$ cat src/rtl/rxf_pkg.sv
package rxf_pkg;
  localparam int STAT_W      = 16;
  localparam int B_CRC       = 0;
  localparam int B_COLL      = 1;
  localparam int B_LATE      = 5;
  localparam int B_OVR       = 6;
  localparam int B_LONG      = 7;
  localparam int B_SHORT     = 8;
  localparam int B_SUM       = 15;
  localparam int N_LEN_SEL   = 4;

  // Largest legal frame length, CRC included, for each selector code.
  function automatic int size_limit(input int sel);
    case (sel)
      0:       return 1518;
      1:       return 1536;
      2:       return 2048;
      default: return 65535;
    endcase
  endfunction
endpackage

$ cat src/rtl/rxf_len_check.sv
module rxf_len_check #(
  parameter int LEN_W   = 16,
  parameter int MIN_LEN = 64
) (
  input  logic [LEN_W-1:0] len,
  input  logic [1:0]       sel,
  output logic             too_long,
  output logic             too_short
);
  localparam int LEN_MAX = (1 << LEN_W) - 1;

  logic [LEN_W-1:0] lim [rxf_pkg::N_LEN_SEL];

  for (genvar g = 0; g < rxf_pkg::N_LEN_SEL; g++) begin : g_lim
    localparam int RAW = rxf_pkg::size_limit(g);
    assign lim[g] = (RAW > LEN_MAX) ? LEN_W'(LEN_MAX) : LEN_W'(RAW);
  end

  always_comb begin
    too_long  = len > lim[sel];
    too_short = len < LEN_W'(MIN_LEN);
  end
endmodule

$ cat src/rtl/rxf_addr_gate.sv
module rxf_addr_gate (
  input  logic is_bcast,
  input  logic addr_hit,
  input  logic promisc,
  input  logic rej_bcast,
  input  logic miss_pass,
  output logic addr_ok
);
  // Precedence: promiscuous, then broadcast rule, then table/default.
  always_comb begin
    if (promisc)       addr_ok = 1'b1;
    else if (is_bcast) addr_ok = ~rej_bcast;
    else               addr_ok = addr_hit | miss_pass;
  end
endmodule

$ cat src/rtl/rxf_status_pack.sv
module rxf_status_pack (
  input  logic                       crc_err,
  input  logic                       coll_err,
  input  logic                       late_coll,
  input  logic                       overrun,
  input  logic                       too_long,
  input  logic                       too_short,
  output logic [rxf_pkg::STAT_W-1:0] stat,
  output logic                       any_err
);
  import rxf_pkg::*;

  always_comb begin
    stat            = '0;
    stat[B_CRC]     = crc_err;
    stat[B_COLL]    = coll_err;
    stat[B_LATE]    = late_coll;
    stat[B_OVR]     = overrun;
    stat[B_LONG]    = too_long;
    stat[B_SHORT]   = too_short;
    any_err         = crc_err | coll_err | late_coll | overrun | too_long | too_short;
    stat[B_SUM]     = any_err;
  end
endmodule

$ cat src/rtl/rx_admit_filter.sv
module rx_admit_filter #(
  parameter int LEN_W   = 16,
  parameter int MIN_LEN = 64
) (
  input  logic                       clk,
  input  logic                       rst_n,
  input  logic                       frame_end,
  input  logic [LEN_W-1:0]           frame_len,
  input  logic                       is_bcast,
  input  logic                       addr_hit,
  input  logic                       crc_err,
  input  logic                       coll_err,
  input  logic                       late_coll,
  input  logic                       overrun,
  input  logic                       cfg_promisc,
  input  logic                       cfg_rej_bcast,
  input  logic                       cfg_pass_bad,
  input  logic                       cfg_miss_pass,
  input  logic [1:0]                 cfg_max_len_sel,
  output logic                       admit_valid,
  output logic                       admit,
  output logic [rxf_pkg::STAT_W-1:0] stat_word
);
  // Reset: asserted asynchronously, released on the clock.
  logic rst_meta_n, rst_sync_n;
  always_ff @(posedge clk or negedge rst_n) begin
    if (!rst_n) begin
      rst_meta_n <= 1'b0;
      rst_sync_n <= 1'b0;
    end else begin
      rst_meta_n <= 1'b1;
      rst_sync_n <= rst_meta_n;
    end
  end

  logic too_long, too_short, addr_ok, any_err;
  logic [rxf_pkg::STAT_W-1:0] stat_new;

  rxf_len_check #(.LEN_W(LEN_W), .MIN_LEN(MIN_LEN)) u_len (
    .len(frame_len), .sel(cfg_max_len_sel),
    .too_long(too_long), .too_short(too_short)
  );

  rxf_addr_gate u_addr (
    .is_bcast(is_bcast), .addr_hit(addr_hit), .promisc(cfg_promisc),
    .rej_bcast(cfg_rej_bcast), .miss_pass(cfg_miss_pass), .addr_ok(addr_ok)
  );

  rxf_status_pack u_stat (
    .crc_err(crc_err), .coll_err(coll_err), .late_coll(late_coll),
    .overrun(overrun), .too_long(too_long), .too_short(too_short),
    .stat(stat_new), .any_err(any_err)
  );

  // Next-state logic
  logic                       valid_d, admit_d;
  logic [rxf_pkg::STAT_W-1:0] stat_d;
  logic                       data_en;

  always_comb begin
    data_en = frame_end;
    valid_d = frame_end;
    admit_d = addr_ok & (~any_err | cfg_pass_bad);
    stat_d  = stat_new;
  end

  // Registers
  always_ff @(posedge clk or negedge rst_sync_n) begin
    if (!rst_sync_n) begin
      admit_valid <= 1'b0;
    end else begin
      admit_valid <= valid_d;
    end
  end

  always_ff @(posedge clk or negedge rst_sync_n) begin
    if (!rst_sync_n) begin
      admit     <= 1'b0;
      stat_word <= '0;
    end else if (data_en) begin
      admit     <= admit_d;
      stat_word <= stat_d;
    end
  end
endmodule

$ cat config.mk
export PLATFORM = sky130hd
export DESIGN_NAME = rx_admit_filter
export DESIGN_NICKNAME = d
export VERILOG_FILES = /design/src/rtl/rxf_pkg.sv /design/src/rtl/rxf_len_check.sv /design/src/rtl/rxf_addr_gate.sv /design/src/rtl/rxf_status_pack.sv /design/src/rtl/rx_admit_filter.sv
export SDC_FILE = /design/constraint.sdc
export NUM_CORES = 1
export LEC_CHECK = 0
export BUFFER_PORTS_ARGS = -buffer_cell sky130_fd_sc_hd__clkbuf_2
export CAP_MARGIN = 0
export CORE_UTILIZATION = 30
export DETAILED_ROUTE_END_ITERATION = 6
export GPL_TIMING_DRIVEN = 0
export SLEW_MARGIN = 40
export SYNTH_ARGS = -nofsm -noshare
export SYNTH_HDL_FRONTEND = slang
export SYNTH_SLANG_ARGS = --single-unit
$ cat constraint.sdc
create_clock -name clk -period 0.8 [get_ports clk]
set_input_delay 0.08 -clock clk [delete_from_list [all_inputs] [get_ports clk]]
set_output_delay 0.08 -clock clk [all_outputs]
set_load 0.02 [all_outputs]
# Yosys cells after proc, flatten, opt, wreduce, memory -nomap -nowiden

Cells that the tools add are included.

Order comparisons: 3
Bitwise operators: 11
Muxes and demuxes: 5

Operators by type and width:

| operator              | count |
|---|---|
| $bmux W16 S2          | 1 |
| $mux W16              | 2 |
| $gt A16 B16 Y1        | 1 |
| $lt A16 B7 Y1 const B | 1 |
| $or A1 B1 Y1          | 7 |
| $ge A3 B3 Y1 const B  | 1 |
| $not A2 Y3            | 1 |
| $mux W1               | 2 |
| $not A1 Y1            | 2 |
| $and A1 B1 Y1         | 1 |

Flip-flop bits (word level): 11
Output and inout port bits: 18
Logic and storage cells: 24
Input bits: 31

# Logic depth before layout (Yosys ltp)

Depth in word-level cells: 10
Depth in mapped cells: 10
Depth with buffers taken out: 10

# By module

Synthesis repeated with hierarchy kept, for this count alone.

Cell total of the unflattened synthesis: 121
Area, all modules: 1,342.5 sq um

By module, submodules not included:

| module          | sequential area each (sq um) | area each (sq um) | cells an instance | instances |
|---|---|---|---|---|
| rx_admit_filter | 500.5                        | 765.7             | 43                | 1 |
| rxf_len_check   | 0.0                          | 422.9             | 55                | 1 |
| rxf_status_pack | 0.0                          | 137.6             | 20                | 1 |
| rxf_addr_gate   | 0.0                          | 16.3              | 3                 | 1 |

# Worst setup path after synthesis

OpenSTA, ideal clock, no wires.

Kind: input-to-reg
Start: input cfg_max_len_sel[0]
End: register stat_word[15] (netlist bit)
Library setup time: 0.081 ns
Data arrival time: 1.984 ns
Path buffers: 0
Path slack: -1.265 ns
Cell stages on the path: 9
Data required time: 0.719 ns
Cell sequence: inv_1 -> ha_1 -> inv_1 -> ha_1 -> nand4_4 -> a2111o_1 -> a221o_1 -> a21o_1 -> a31oi_2

Longest elaborated chain between the ends: 7

RTL lines:

| element                                      | RTL line              | source |
|---|---|---|
| start, declared                              | rx_admit_filter.sv:19 | `input logic [1:0] cfg_max_len_sel,` |
| $not A2 Y3 (not written as such)             | rxf_len_check.sv:20   | `too_long = len > lim[sel];` |
| $bmux W16 S2                                 | rxf_len_check.sv:20   |  |
| $mux W16 (not written as such) (2 in series) | rxf_len_check.sv:20   |  |
| $gt A16 B16 Y1                               | rxf_len_check.sv:20   |  |
| $or A1 B1 Y1 (2 in series)                   | rxf_status_pack.sv:21 | `any_err = crc_err \| coll_err \| late_coll \| overrun \| too_long \| too_short;` |
| end signal, assigned                         | rx_admit_filter.sv:82 | `stat_word <= stat_d;` |
| end, declared                                | rx_admit_filter.sv:22 | `output logic [rxf_pkg::STAT_W-1:0] stat_word` |

No other way between the ends. The select of a mux whose other input is x is not followed.
A chain may end at the register's enable or synchronous reset.

# Worst setup path after layout

Start: input cfg_max_len_sel[0]
End: register stat_word[7] (netlist bit)

Longest elaborated chain between the ends: 5

RTL lines:

| element                                      | RTL line |
|---|---|
| $not A2 Y3 (not written as such)             | rxf_len_check.sv:20 |
| $bmux W16 S2                                 | rxf_len_check.sv:20 |
| $mux W16 (not written as such) (2 in series) | rxf_len_check.sv:20 |
| $gt A16 B16 Y1                               | rxf_len_check.sv:20 |

No other way between the ends. The select of a mux whose other input is x is not followed.

==> metrics.yaml <==
status:
  status: "finished, violations left"
  failed_checks: "DRC, setup timing"
setup_path:
  crit_type: "in2reg"
  worstReg2RegStart: "stat_word[5]$_DFFE_PN0P_"
  regToRegSetupSlack_ns: 0.02
  critPathMaxFanout: 3
  critPathRequiredTime_ns: 0.99
  crit_path_start_kind: "primary input"
  reg2reg_depth: 1
  end_kind: "flip-flop"
  r2r_end: "stat_word[5]$_DFFE_PN0P_"
  cp.arrival_ns: 1.88
floorplanning:
  dieArea_mm2: 0.00336
  core_region_area_mm2: 0.00285
  die_w_um: 58.0
  start_util_pct: 32.9
  ios: 49
  die_h_um: 58.0
  rows: 19
cells_and_area:
  final_cells: 192
  antenna_cells: 0
  drive_gt1_share_pct: 49.7
  syn2layout_area_growth_pct: 58.3
  fin_util_pct: 52.1
  final_nets: 204
  filler_cell_count: 280
yosys:
  netlist_instances: 101
  ys_seq_elements: 11
  synth_area_um2: 940
  yosys-top-cells-count: "dfrtp_1, ha_1, inv_1, buf_4, a21oi_1"
  synth-async-reset-ratio_pct: 100
  yosysWarnings: 0
  synth_area_leaders: "dfrtp_1, ha_1, buf_4, mux2_2, inv_1"
  seq_area_frac_synth_pct: 29.3
  synth-main-ff-cell: "dfrtp_1"
  synth.distinct_cells: 36
  synth_area_leader_cell: "dfrtp_1"
  avgSynthCellArea_um2: 9.30
  synth-edff-count: 0
  synth_top_area_share_pct: 29.3
timing:
  drv_slew: 0
  max_freq_ghz: 0.592
  setup_violations: 12
  finalHoldViolCount: 0
  fin_crit_ns: 1.69
  timing.final.crit_share_pct: 211
  skew_ns: 0.000308
  tns_ns: -3.36
  setup_slack_ns: -0.890
  grt_setup_unrepaired: "yes"
grt:
  antenna_found_initial: 0
  grt_use_total_pct: 13.8
  grt_pass1_wl_um: 3610
  grt_overflow_total: 0
  grt_max_degree: 11
  first_global_vias: 853
cts:
  cts.sinks: 11
  clk_pin_slew_worst_paths_ns: 0.07
  ctsHtreeMaxLevel: 1
  numCtsBuffers: 3
  tritoncts: "yes"
  root_buffer: "clkbuf_4"
  clkLatencyLatePin_ns: 0.27
  clock_path_buffers: 2
flow_run:
  drv_cap: 0
min_path:
  min_path_type: "in2reg"
  min_to: "stat_word[6]$_DFFE_PN0P_"
  whs_path_depth: 2
  min-delay-start: "overrun"
pwr:
  ir_worst_vdd_mv: 0.829
  powerDensity_mw_per_mm2: 1180
  p_leak_nw: 0.714
placement:
  place.gp.congestion: 0.847
  dp_slack_ns: -1.37
  portBuffers: 39
  dpl.hpwl_um: 1880
  dp_cells: 179
detailed_routing:
  antenna_left: 0
  vias: 949
  dr.pass1.iters: 6
  drt_iter0_markers: 15
  wl_per_cell_um: 11.9
  routed_wl_um: 2280
  routed_via_density: 4.94
  drc: 5
-- stage by stage --
step	area (um^2)	hold WS (ns)	power (W)
final	1490	0.0536	0.00176
after global routing	1490	0.0512	0.00188
after CTS	1370	0.0519	0.00168
after detailed placement	1270	-0.130	0.00126
after global placement	1270	-0.134	0.00123
after floorplan	1040	-0.216	0.00105
-- logic make-up after synthesis --
kind of cell               synth area share, %
AOI/OAI and AO/OA                         21.7
buffers and inverters                     12.0
muxes                                     5.86
adders and majority gates                 14.6
xor gates and xnor gates                  2.80
other                                    0.799
and+or+nand+nor                           12.9
DFF                                       29.3
-- how the worst max path moves through the flow --
stage | slack, ns | endpoint | start | depth (start not counted)
after floorplan | -0.99 | stat_word[15]$_DFFE_PN0P_ | cfg_max_len_sel[0] | 9
after global placement | -1.34 | stat_word[15]$_DFFE_PN0P_ | cfg_max_len_sel[0] | 10
after detailed placement | -1.37 | stat_word[15]$_DFFE_PN0P_ | cfg_max_len_sel[0] | 10
after CTS | -0.98 | stat_word[7]$_DFFE_PN0P_ | cfg_max_len_sel[0] | 10
after global routing | -0.97 | stat_word[7]$_DFFE_PN0P_ | cfg_max_len_sel[0] | 11
final | -0.89 | stat_word[7]$_DFFE_PN0P_ | cfg_max_len_sel[0] | 11
-- what timing repair did --
action,4_1_cts,5_1_grt
gates resized for setup,5,30
pin swaps,5,3
setup endpoints to repair,12,12
endpoints found under the hold margin,3,0
setup buffers,3,4
hold buffers,2,0
-- routing by layer --
metal / GRT usage, % / vias to the layer above / wire (um)
met5: 0 / - / 0
met2: 24.5 / 36 / 1200
met3: 3.35 / 2 / 135
li1: - / 476 / -
met1: 16.6 / 435 / 933
met4: 4.08 / 0 / 16
-- critical path, stage by stage --
cell and delay [ns]:
clkbuf_16 0.13, inv_12 0.03, ha_4 0.27, inv_4 0.04, buf_4 0.14, ha_4 0.27
a311o_1 0.18, a21oi_2 0.04, a221o_1 0.37, a21o_1 0.19, mux2i_1 0.14
-- state kept, by name (all words and copies together) (netlist names) --
name and count:
admit_valid 1, rst_sync_n 1, admit 1, stat_word 7, rst_meta_n 1
-- cell type report --
| cell class | count | area [um^2] | area share (%) |
|---|---|---|---|
| buffer | 10 | 72.6 | 4.88 |
| clock buffer | 4 | 26.3 | 1.77 |
| inverter | 11 | 56.3 | 3.78 |
| multi-input combinational | 77 | 661 | 44.4 |
| sequential | 11 | 280 | 18.8 |
| tap | 31 | 38.8 | 2.61 |
| timing repair buffer | 48 | 353 | 23.7 |
-- where the power goes --
group / internal [W] / total (W) / leakage [nW] / switching, W
Combinational: 0.000373 / 0.000737 / 0.575 / 0.000364
Clock: 0.000193 / 0.000385 / 0.0150 / 0.000192
Sequential: 0.000601 / 0.000636 / 0.124 / 0.0000348
-- layout by cell type, fill, tap and decap left out, drive strengths merged, types with 4 or more instances in the layout --
master / n
mux2: 4
conb: 10
clkbuf: 35
buf: 25
inv: 11
a31oi: 4
ha: 11
a21oi: 7
dfrtp: 11
o21ai: 4
nor2: 4
Power figures use the tool's default switching activity.
